[src/rtl/vic_pkg.sv]
// Package: shared types and constants for the vectored interrupt controller.
// Assumes an 8-bit data path for commands and vectors.
package vic_pkg;
    localparam int unsigned DATA_W = 8;

    typedef enum logic [1:0] {
        ST_READY = 2'd0,
        ST_BASE  = 2'd1,
        ST_CASC  = 2'd2,
        ST_MODE  = 2'd3
    } vic_state_e;

    localparam logic [DATA_W-1:0] CMD_SETUP  = 8'h11;
    localparam logic [DATA_W-1:0] CMD_EOS    = 8'h20;
    localparam logic [DATA_W-1:0] BASE_RESET = 8'h08;
endpackage

[src/rtl/vic_cfg.sv]
// Module: setup sequencer and programmable registers.
// Tracks the setup word order, holds the base, cascade word and mask.
// Emits a one-cycle end-of-service pulse for command 0x20.
// Assumes wr_en is a single-cycle strobe per write.
module vic_cfg
    import vic_pkg::*;
#(
    parameter int unsigned IDX_W = 3
) (
    input  logic              clk,
    input  logic              rst_n,
    input  logic              reg_sel,
    input  logic              wr_en,
    input  logic [DATA_W-1:0] wr_data,
    output vic_state_e        state,
    output logic [DATA_W-1:0] base,
    output logic [DATA_W-1:0] cascade,
    output logic [DATA_W-1:0] mask,
    output logic              eos_pulse
);
    localparam logic [DATA_W-1:0] ALIGN = {{(DATA_W-IDX_W){1'b1}}, {IDX_W{1'b0}}};

    logic cmd_wr;
    logic dat_wr;

    assign cmd_wr = wr_en && !reg_sel;
    assign dat_wr = wr_en && reg_sel;

    // Step through the setup words and load registers.
    always_ff @(posedge clk) begin
        if (!rst_n) begin
            state   <= ST_READY;
            base    <= BASE_RESET;
            cascade <= '0;
            mask    <= '0;
        end else if (cmd_wr && wr_data == CMD_SETUP) begin
            state <= ST_BASE;
            mask  <= '0;
        end else if (dat_wr) begin
            unique case (state)
                ST_BASE:  begin base <= wr_data & ALIGN; state <= ST_CASC; end
                ST_CASC:  begin cascade <= wr_data; state <= ST_MODE; end
                ST_MODE:  state <= ST_READY;
                default:  mask <= wr_data;
            endcase
        end
    end

    // End-of-service request, honoured only in normal operation.
    always_ff @(posedge clk) begin
        if (!rst_n) eos_pulse <= 1'b0;
        else        eos_pulse <= cmd_wr && wr_data == CMD_EOS && state == ST_READY;
    end
endmodule

[src/rtl/vic_pend.sv]
// Module: rising-edge request capture.
// A recorded bit clears when the controller accepts that line.
// A new edge in the same cycle wins over the clear.
module vic_pend #(
    parameter int unsigned NLINES = 8
) (
    input  logic              clk,
    input  logic              rst_n,
    input  logic [NLINES-1:0] req_in,
    input  logic [NLINES-1:0] clr,
    output logic [NLINES-1:0] pend
);
    logic [NLINES-1:0] req_q;

    // Remember last request levels and record new rising edges.
    always_ff @(posedge clk) begin
        if (!rst_n) begin
            req_q <= '0;
            pend  <= '0;
        end else begin
            req_q <= req_in;
            pend  <= (pend & ~clr) | (req_in & ~req_q);
        end
    end
endmodule

[src/rtl/vic_prio.sv]
// Module: lowest-index-first priority encoder.
// Purely combinational; idx is 0 when nothing is set.
module vic_prio #(
    parameter int unsigned NLINES = 8,
    parameter int unsigned IDX_W  = 3
) (
    input  logic [NLINES-1:0] vec,
    output logic              any,
    output logic [IDX_W-1:0]  idx
);
    // Scan downward so the lowest set bit is written last.
    always_comb begin
        any = 1'b0;
        idx = '0;
        for (int i = NLINES - 1; i >= 0; i--) begin
            if (vec[i]) begin
                any = 1'b1;
                idx = IDX_W'(i);
            end
        end
    end
endmodule

[src/rtl/vec_irq_ctrl.sv]
// Module: top of the vectored interrupt controller.
// Merges the recorded and masked lines with the in-service set, drives the interrupt,
// and forms the vector on acknowledge.
// Assumes ack is a one-cycle pulse.
module vec_irq_ctrl
    import vic_pkg::*;
#(
    parameter int unsigned NLINES = 8
) (
    input  logic              clk,
    input  logic              rst_n,
    input  logic              reg_sel,
    input  logic              wr_en,
    input  logic [DATA_W-1:0] wr_data,
    input  logic [NLINES-1:0] req_in,
    input  logic              ack,
    output logic              irq_out,
    output logic [DATA_W-1:0] vec_out,
    output logic [DATA_W-1:0] cascade_cfg
);
    localparam int unsigned IDX_W = $clog2(NLINES);

    vic_state_e        state;
    logic [DATA_W-1:0] base;
    logic [DATA_W-1:0] mask;
    logic              eos_pulse;
    logic [NLINES-1:0] pend;
    logic [NLINES-1:0] isr;
    logic [NLINES-1:0] take_set;
    logic [NLINES-1:0] eos_clr;
    logic              cand_any;
    logic [IDX_W-1:0]  cand_idx;
    logic              isr_any;
    logic [IDX_W-1:0]  isr_idx;
    logic              take;

    vic_cfg #(.IDX_W(IDX_W)) u_cfg (
        .clk(clk), .rst_n(rst_n), .reg_sel(reg_sel), .wr_en(wr_en),
        .wr_data(wr_data), .state(state), .base(base), .cascade(cascade_cfg),
        .mask(mask[DATA_W-1:0]), .eos_pulse(eos_pulse)
    );

    vic_pend #(.NLINES(NLINES)) u_pend (
        .clk(clk), .rst_n(rst_n), .req_in(req_in), .clr(take_set), .pend(pend)
    );

    vic_prio #(.NLINES(NLINES), .IDX_W(IDX_W)) u_prio_req (
        .vec(pend & ~mask[NLINES-1:0]), .any(cand_any), .idx(cand_idx)
    );

    vic_prio #(.NLINES(NLINES), .IDX_W(IDX_W)) u_prio_isr (
        .vec(isr), .any(isr_any), .idx(isr_idx)
    );

    // Interrupt only in normal operation, and only if it beats every in-service line.
    assign irq_out  = (state == ST_READY) && cand_any && (!isr_any || cand_idx < isr_idx);
    assign take     = ack && irq_out;
    assign take_set = take ? (NLINES'(1) << cand_idx) : '0;
    assign eos_clr  = (eos_pulse && isr_any) ? (NLINES'(1) << isr_idx) : '0;

    // In-service set: accepted lines join, end-of-service removes the most urgent.
    always_ff @(posedge clk) begin
        if (!rst_n) isr <= '0;
        else        isr <= (isr & ~eos_clr) | take_set;
    end

    // Vector capture at an accepted acknowledge.
    always_ff @(posedge clk) begin
        if (!rst_n)    vec_out <= '0;
        else if (take) vec_out <= base | DATA_W'(cand_idx);
    end
endmodule

[config.mk]
export PLATFORM = sky130hd
export DESIGN_NAME = vec_irq_ctrl
export DESIGN_NICKNAME = d
export VERILOG_FILES = /design/src/rtl/vic_pkg.sv /design/src/rtl/vic_cfg.sv /design/src/rtl/vic_pend.sv /design/src/rtl/vic_prio.sv /design/src/rtl/vec_irq_ctrl.sv
export SDC_FILE = /design/constraint.sdc
export NUM_CORES = 1
export LEC_CHECK = 0
export CAP_MARGIN = 30
export CORE_MARGIN = 2
export CORE_UTILIZATION = 50
export DETAILED_ROUTE_END_ITERATION = 12
export GPL_ROUTABILITY_DRIVEN = 0
export MAX_ROUTING_LAYER = met4
export PLACE_DENSITY = 0.83
export SETUP_SLACK_MARGIN = 0.2
export SLEW_MARGIN = 20
export SYNTH_ARGS = -nofsm -noshare
export SYNTH_HDL_FRONTEND = slang
export SYNTH_HIERARCHICAL = 1
export SYNTH_SLANG_ARGS = --single-unit
[constraint.sdc]
create_clock -name clk -period 4.86 [get_ports clk]
set_clock_uncertainty 0.1 [all_clocks]
set_input_delay 0.972 -clock clk [delete_from_list [all_inputs] [get_ports clk]]
set_output_delay 0.972 -clock clk [all_outputs]
set_load 0.005 [all_outputs]
==> metrics.md <==
| Metric | Value |
|---|---|
| Die X-Extent | `77.6 µm` |
| Count of different cell masters after synthesis | `48` |
| CP Capture Type | `primary output` |
| Sequential share of the synthesized area | `41.4%` |
| Worst min-delay path class | `reg -> reg` |
| First-pass GRT wire length | `9.19 mm` |
| Worst slew pin tran | `0.643 ns` |
| Post-synth EDFFs | `0` |
| DRC | `0` |
| Post-DP Area | `3120 µm²` |
| Vias in the first global route | `1984` |
| Fmax | `241 MHz` |
| Fin. max-slew vios | `0` |
| Antenna-violating nets left | `0` |
| Syn-to-layout area delta | `18.8%` |
| Status | `complete, no violations` |
| Gr ovfl total | `0` |
| N_diodes | `0` |
| Gr usage total | `19.4%` |
| Setup violators final | `0` |
| Required @ worst endpoint | `3.79 ns` |
| Htree depth | `2` |
| Worst skew pair latency | `0.31 ns` |
| R2r startpoint | `u_pend/pend[2]$_SDFF_PN0_` |
| Longest Clk Path Bufs | `2` |
| Ys async rst share | `0%` |
| Met2 WL | `2.58 mm` |
| Rel. slew slack | `57.0%` |
| Final Hold Viols | `0` |
| Via/cell ratio | `5.38` |
| Met1 WL | `2.55 mm` |
| Wire length per cell | `13.8 µm` |
| Mapped cell area | `2710 µm²` |
| Final nets | `350` |
| Syn_area_per_cell | `9.57 µm²` |
| Met3 wire len | `186 µm` |
| WHS Path Cells | `2` |
| DR pass1 iterations | `4` |
| Tmin final | `4.14 ns` |
| Syn Inst Count | `283` |
| FP Rows | `26` |
| Full die area | `6020 µm²` |
| Yosys top cell area share | `41.4%` |
| Layout cells sized above 1 | `9.32%` |
| Initial antenna violation count | `0` |
| CTS buffer count | `5` |
| Post-route cell area | `3220 µm²` |
| IO buf count | `37` |
| Via count | `2107` |
| Top_reg_cell synth | `dfxtp_1` |
| WHS Endpoint | `vec_out[0]$_SDFFE_PN0P_` |
| Clk pin slew, worst setup/hold paths | `0.10 ns` |
| Reg2reg path depth | `10` |
| Area contributors post-synth | `dfxtp_1 (41%), mux2i_1 (9.6%), nor2b_1 (6.0%)` |
| Kind of critical path | `reg -> out` |
| Hold Startpoint | `vec_out[0]$_SDFFE_PN0P_` |
| Max cap viols | `0` |
| Initial core utilization | `52.4%` |
| PwrDens | `319 nW/µm²` |
| Post-route clock period utilization | `85.2%` |
| Critical path fanouts, max | `9` |
| Postcts setup bufs | `0` |
| Data arrival, critical path | `3.07 ns` |
| Crit path launch type | `register` |
| Io pins | `38` |
| CTS sink cnt | `56` |
| Top cells by count, synth | `dfxtp_1 (56), mux2i_1 (26), nand2_1 (26), nor2b_1 (26)` |
| Largest net degree at the start of global routing | `49` |
| PostCTS Resize Cnt | `0` |
| Die Span Y | `77.6 µm` |
| Worst R2R End | `u_pend/pend[3]$_SDFF_PN0_` |
| Setup TNS | `0 ns` |
| Flip-flop and latch count after synthesis | `56` |
| CTS Hold Bufs | `0` |
| Peak VDD IR | `175 µV` |
| Leakage power | `1.32 nW` |
| Drt first-iter violations | `147` |
| CTS tree | `yes` |
| Top Layer Used | `met4` |
| Post-synth top area cell | `dfxtp_1` |
| RSZ-0062 raised after global routing | `no` |
| Top-count cell post-synth | `dfxtp_1` |
| Root Buffer | `clkbuf_8` |
| Drt total wl | `5.43 mm` |
| Core Region | `5170 µm²` |
| Ys Warns | `6` |
| Worst reg2reg setup slack | `1.81 ns` |
| Post-DP HPWL | `3.91 mm` |
-- flip-flops by register name, indices dropped and copies added, names as in the netlist --
name	flops
u_cfg/eos_pulse	1
u_pend/pend	8
u_pend/req_q	8
u_cfg/mask	8
isr	8
u_cfg/cascade	8
u_cfg/base	5
vec_out	8
u_cfg/state	2
-- area by class of cell --
cell class / instances / area, µm²
clock buffers: 7 / 86.3
clock inverters: 1 / 7.51
fillers: 415 / 1960
inverters: 10 / 37.5
multi-input cells: 208 / 1480
flip-flops and latches: 56 / 1120
well taps: 70 / 87.6
repair buffers: 40 / 393
-- worst max-delay path: stages (launching register included) --
cell	delay, ns
dfxtp_1	0.32
nor2b_1	0.17
nor4_2	0.35
nor2b_1	0.59
ha_1	0.36
a21oi_1	0.16
o21ai_2	0.14
a21oi_1	0.16
clkdlybuf4s50_1	0.51
-- kinds of logic after synthesis --
family,share of synthesized area [%]
buffers and inverters,4.39
AND/OR/NAND/NOR,25.4
adder cells (fa/ha/maj),3.70
AO/OA/AOI/OAI,15.0
flip-flops,41.4
other,0.138
multiplexers,10.0
-- worst max-delay path by stage --
stage	from	endpoint	slack (ns)	depth (start not counted)
after floorplan	u_pend/pend[5]$_SDFF_PN0_	irq_out	1.82	8
after detailed placement	u_pend/pend[2]$_SDFF_PN0_	irq_out	1.14	8
after global placement	u_pend/pend[2]$_SDFF_PN0_	irq_out	1.22	8
after CTS	u_pend/pend[2]$_SDFF_PN0_	irq_out	0.78	8
final	u_pend/pend[2]$_SDFF_PN0_	irq_out	0.72	8
after global routing	u_pend/pend[2]$_SDFF_PN0_	irq_out	0.51	8
-- cell usage in the layout (no fill, tap or decap), drive strengths merged, types with 4 or more instances in the layout --
cell,netlist,routed
and2,9,9
mux2i,26,26
a211oi,5,5
nand3,7,7
a21boi,8,8
nor4,6,6
nand2b,16,16
ha,8,8
dfxtp,56,56
o21ai,11,11
a21oi,6,6
nor2b,27,27
nor2,16,16
clkbuf,3,7
o22ai,5,5
o41ai,4,4
nand2,26,26
inv,9,9
and3,4,4
clkdlybuf4s50,0,37
-- report_power, final --
part           internal, W  switching (W)  total (W)  leakage, nW
clock network     0.000116       0.000150   0.000266       0.0445
registers         0.000485      0.0000166   0.000502        0.458
logic             0.000115       0.000143   0.000259        0.813
total             0.000717       0.000309    0.00103         1.32
-- metrics by stage --
step / cells / power [W] / setup slack [ns] / utilization (%) / hold slack, ns
floorplan: 285 / 0.000693 / 1.82 / - / 0.338
global placement: 384 / 0.000761 / 1.22 / 60.4 / 0.345
detailed placement: 384 / 0.000768 / 1.14 / 60.4 / 0.354
CTS: 392 / 0.00103 / 0.776 / 62.2 / 0.365
global route: 392 / 0.00108 / 0.505 / 62.2 / 0.385
finish: 392 / 0.00103 / 0.717 / 62.2 / 0.361
-- layer usage --
layer | vias to the layer above | track usage (%)
met1 | 989 | 25.9
li1 | 1054 | -
met2 | 53 | 28.7
met3 | 11 | 3.60
met5 | - | -
met4 | 0 | 8.57
(Power assumes the default switching activity.)
